==> config.mk <==
export PLATFORM = sky130hd
export DESIGN_NAME = bidir_shift_reg
export DESIGN_NICKNAME = d
export VERILOG_FILES = /design/src/rtl/bsr_pkg.sv /design/src/rtl/bsr_rst_sync.sv /design/src/rtl/bsr_next_state.sv /design/src/rtl/bsr_stage_reg.sv /design/src/rtl/bidir_shift_reg.sv
export SDC_FILE = /design/constraint.sdc
export NUM_CORES = 1
export LEC_CHECK = 0
export ABC_AREA = 1
export BUFFER_PORTS_ARGS = -buffer_cell sky130_fd_sc_hd__buf_2
export CAP_MARGIN = 40
export CORE_AREA = 2 2 39 41
export DETAILED_ROUTE_END_ITERATION = 8
export DIE_AREA = 0 0 41 43
export PLACE_DENSITY = 0.44
export SKIP_CTS_REPAIR_TIMING = 1
export SYNTH_ARGS = -nofsm -noshare
export SYNTH_HDL_FRONTEND = slang
export SYNTH_SLANG_ARGS = --single-unit
==> constraint.sdc <==
create_clock -name clk -period 0.8 [get_ports clk]
set_input_delay 0.04 -clock clk [delete_from_list [all_inputs] [get_ports clk]]
set_output_delay 0.04 -clock clk [all_outputs]
set_load 0.02 [all_outputs]
==> src/rtl/bsr_pkg.sv <==
package bsr_pkg;
  typedef enum logic {
    DIR_TOWARD_LAST  = 1'b0,
    DIR_TOWARD_FIRST = 1'b1
  } shift_dir_e;
endpackage

==> src/rtl/bsr_rst_sync.sv <==
module bsr_rst_sync (
  input  logic clk,
  input  logic arst_n,
  output logic rst_sync_n
);
  logic stage1_q;
  logic stage2_q;

  always_ff @(posedge clk or negedge arst_n) begin
    if (!arst_n) begin
      stage1_q <= 1'b0;
      stage2_q <= 1'b0;
    end else begin
      stage1_q <= 1'b1;
      stage2_q <= stage1_q;
    end
  end

  assign rst_sync_n = stage2_q;
endmodule

==> src/rtl/bsr_next_state.sv <==
module bsr_next_state
  import bsr_pkg::*;
#(
  parameter int WIDTH = 4
) (
  input  shift_dir_e       dir,
  input  logic             ser_right_in,
  input  logic             ser_left_in,
  input  logic [WIDTH-1:0] cur_q,
  output logic [WIDTH-1:0] nxt_q
);
  localparam int LAST = WIDTH - 1;

  for (genvar i = 0; i < WIDTH; i++) begin : g_bit
    logic from_lower;
    logic from_upper;
    if (i == 0) begin : g_first
      assign from_lower = ser_right_in;
    end else begin : g_mid_lo
      assign from_lower = cur_q[i-1];
    end
    if (i == LAST) begin : g_last
      assign from_upper = ser_left_in;
    end else begin : g_mid_hi
      assign from_upper = cur_q[i+1];
    end
    always_comb begin
      if (dir == DIR_TOWARD_FIRST) nxt_q[i] = from_upper;
      else                         nxt_q[i] = from_lower;
    end
  end
endmodule

==> src/rtl/bsr_stage_reg.sv <==
module bsr_stage_reg #(
  parameter int WIDTH = 4
) (
  input  logic             clk,
  input  logic             rst_n,
  input  logic             en,
  input  logic [WIDTH-1:0] d,
  output logic [WIDTH-1:0] q
);
  always_ff @(posedge clk or negedge rst_n) begin
    if (!rst_n)  q <= '0;
    else if (en) q <= d;
  end
endmodule

==> src/rtl/bidir_shift_reg.sv <==
module bidir_shift_reg
  import bsr_pkg::*;
#(
  parameter int WIDTH = 4
) (
  input  logic             clk,
  input  logic             arst_n,
  input  logic             dir_mode,
  input  logic             ser_right_in,
  input  logic             ser_left_in,
  input  logic             shift_en,
  output logic [WIDTH-1:0] q
);
  localparam int LAST = WIDTH - 1;

  logic             rst_sync_n;
  logic [WIDTH-1:0] nxt_q;
  shift_dir_e       dir;

  assign dir = shift_dir_e'(dir_mode);

  bsr_rst_sync u_rst_sync (
    .clk        (clk),
    .arst_n     (arst_n),
    .rst_sync_n (rst_sync_n)
  );

  bsr_next_state #(.WIDTH(WIDTH)) u_next (
    .dir          (dir),
    .ser_right_in (ser_right_in),
    .ser_left_in  (ser_left_in),
    .cur_q        (q),
    .nxt_q        (nxt_q)
  );

  bsr_stage_reg #(.WIDTH(WIDTH)) u_reg (
    .clk   (clk),
    .rst_n (rst_sync_n),
    .en    (shift_en),
    .d     (nxt_q),
    .q     (q)
  );

  // move toward the last stage
  p_right_r1: assert property (@(posedge clk) disable iff (!rst_sync_n)
    (shift_en && !dir_mode) |=>
      (q[0] == $past(ser_right_in)) && (q[LAST:1] == $past(q[LAST-1:0])));

  // move toward the first stage
  p_left_r3: assert property (@(posedge clk) disable iff (!rst_sync_n)
    (shift_en && dir_mode) |=>
      (q[LAST] == $past(ser_left_in)) && (q[LAST-1:0] == $past(q[LAST:1])));

  // hold while the strobe is low
  p_hold_r5: assert property (@(posedge clk) disable iff (!rst_sync_n)
    !shift_en |=> $stable(q));

  // register is clear while the release is pending
  p_reset_r7: assert property (@(posedge clk)
    !rst_sync_n |-> (q == '0));
endmodule

==> results by group <==
Run status
  – Status: finished with violations
  – Failing checks: negative setup slack

Clock network
  – Clock-pin slew on the worst setup and hold paths: 50 ps
  – H-tree lvl count: 1
  – CTS tree: built
  – Clock Sinks: 6
  – TritonCTS Buffers: 3
  – Clock Path Buffers: 2
  – Clk_lat worst skew: 240 ps
  – CTS Root Cell: clkbuf_4

Worst setup path
  – Crit path buf inv count: 1
  – Crit-path cells: buf_6
  – Crit. End Element: output pin
  – Crit path kind: flop to output pin
  – Data arrival, critical path: 790 ps
  – Crit path required time: 760 ps
  – Worst Path Max Fanout: 3
  – Slowest Stage Delay on Critical Path: 410 ps
  – CP top delay family: flip-flops
  – CP max stage cell: dfrtp_2
  – CP startpoint kind: flop

Routing
  – Drt first pass iters: 1
  – Vias post-DR: 239
  – Wirelength, routed: 481 microns
  – Post-DRT Antenna Nets: 0
  – Initial DRC count: 0
  – DRC: 0
  – Drt via density: 3.677
  – Routed length per instance: 7.400 microns

Final layout
  – Fillcell total: 158
  – Area of the multi-input gates: 83.83 sq um
  – Ratio of cells with drive above 1 in the final layout: 28.57%
  – ANT cells: 0
  – Finished Layout Cells: 65
  – Final #Nets: 56
  – Synth-to-layout area growth: 48.34%
  – Register area: 151.4 sq um
  – Final core occ: 28.30%

Power and ir drop
  – Seq pwr share: 43.5%
  – Leak: 0.2281 nW
  – Internal power: 0.0006149 W
  – Switching Power: 0.0002289 W
  – Comb pwr share: 21.7%
  – Max VDD drop: 0.6216 mV
  – Clock Power Share: 34.8%
  – Switching portion of total power: 27.13%
  – PwrDens: 2155 nW/um^2

Timing
  – Worst setup margin: -26.19 ps
  – Fmax: 1210 MHz
  – Setup TNS: -70.54 ps
  – Final Skew: 7.184 ps
  – Unrepaired setup endpoints after global routing: true
  – Tmin final: 826.2 ps
  – Final hold viol count: 0
  – Setup Viol. Count Final: 4
  – Fin crit share: 103.3%
  – Final Slew Violations: 0

Global routing
  – Total gr overflow: 0
  – Number of antenna violations at the first check in global routing: 0
  – Vias in the first global route: 219
  – Met2 usage: 9.688%
  – First-pass GRT wire length: 752 microns
  – Largest net degree at the start of global routing: 6
  – Met3 GRT Util: 3.141%
  – Met1 usage: 6.271%
  – Gr usage total: 7.186%
  – Layer with the highest usage: met4

Yosys
  – Netlist cell types: 6
  – Sequential area share after synthesis: 56.87%
  – Cells after synthesis: 35
  – Syn_area_per_cell: 7.543 sq um
  – Mapped Nets: 41
  – Ys Warns: 0
  – Area of the mapped netlist: 264.0 sq um
  – Seq cells post-synth: 6

Floorplanning
  – Die area: 1763 sq um
  – Die height: 43 microns
  – Ports: 10
  – Starting Density: 19.08%
  – FP Rows: 14
  – DIE WIDTH: 41 microns
  – Core area: 1384 sq um

Hold path
  – Worst hold path type: flop to asynchronous set/reset pin

Placement
  – Worst slack, placed: 41.73 ps
  – Post-DP HPWL: 396.3 microns
  – Number of buffers added on ports: 9
  – RePlAce Congestion: 0.5877
  – Post-placement cell count: 60

Flow run
  – Max-cap violations: 0
==> placed cells by master, fill, tap and decap left out, drive strengths merged <==
cell type,count
nand2,16
buf,9
inv,8
dfrtp,6
nand3,4
clkbuf,4
dlygate4sd3,1
conb,1
==> routing by layer <==
metal,vias up,share of wire [%]
li1,128,-
met1,105,42
met2,6,50
met3,0,7.7
met4,0,0
met5,-,0
==> state kept, by name (all words and copies together), names as in the netlist <==
register	cells
u_reg.q	4
u_rst_sync.rst_sync_n	1
u_rst_sync.stage1_q	1
==> power groups by stage <==
stage	Combinational, W	Sequential, W	Clock (W)
global placement	0.000152	0.000366	0
global route	0.000203	0.000372	0.000338
finish	0.000183	0.000367	0.000294
CTS	0.000152	0.000361	0.000314
floorplan	0.0000572	0.000399	0
detailed placement	0.000151	0.000366	0
==> area by class of cell <==
cell class	instances	share of cell area [%]
Inverter	8	7.668
Multi-Input combinational cell	21	21.41
Tap cell	16	5.112
Sequential cell	6	38.66
Clock buffer	4	6.709
Timing Repair Buffer	10	20.45
==> stage by stage <==
stage          hold slack, ps  cell area [sq um]  power (W)
6_report                45.47              391.6  0.0008438
5_1_grt                 59.63              391.6  0.0009132
4_1_cts                -432.4              356.6  0.0008271
3_5_place_dp           -171.9              330.3  0.0005171
3_3_place_gp           -173.6              330.3  0.0005180
2_1_floorplan          -255.6              265.3  0.0004564
==> final timing paths <==
kind                                  startpoint    endpoint  slack, ps  cells after the start
min in group clk                        shift_en  u_reg.q[1]         90                      3
setup / recovery                      u_reg.q[2]        q[2]        -30                      1
max in group asynchronous  u_rst_sync.rst_sync_n  u_reg.q[2]        590                      0
hold reg to reg            u_rst_sync.rst_sync_n  u_reg.q[1]         50                      0
hold / removal             u_rst_sync.rst_sync_n  u_reg.q[1]         50                      0
setup reg to reg                      u_reg.q[2]  u_reg.q[1]         40                      4
==> cells in the mapped netlist (all sizes together) <==
cell	number	share of area (%)
nand2	16	23
inv	8	11
dfrtp	6	57
nand3	4	7.6
conb	1	1.4
==> worst register-to-register path: stages (launching register included) <==
cell     delay, ps
dfrtp_2        410
inv_1           80
nand2_1         50
nand3_1         70
nand2_1         50
==> cells by family after synthesis <==
group,after synthesis,synth area share [%]
simple gates,20,30.33
buf+inv,8,11.37
other cells,1,1.420
flops,6,56.87
No activity file was read; power rests on OpenSTA's default activity.
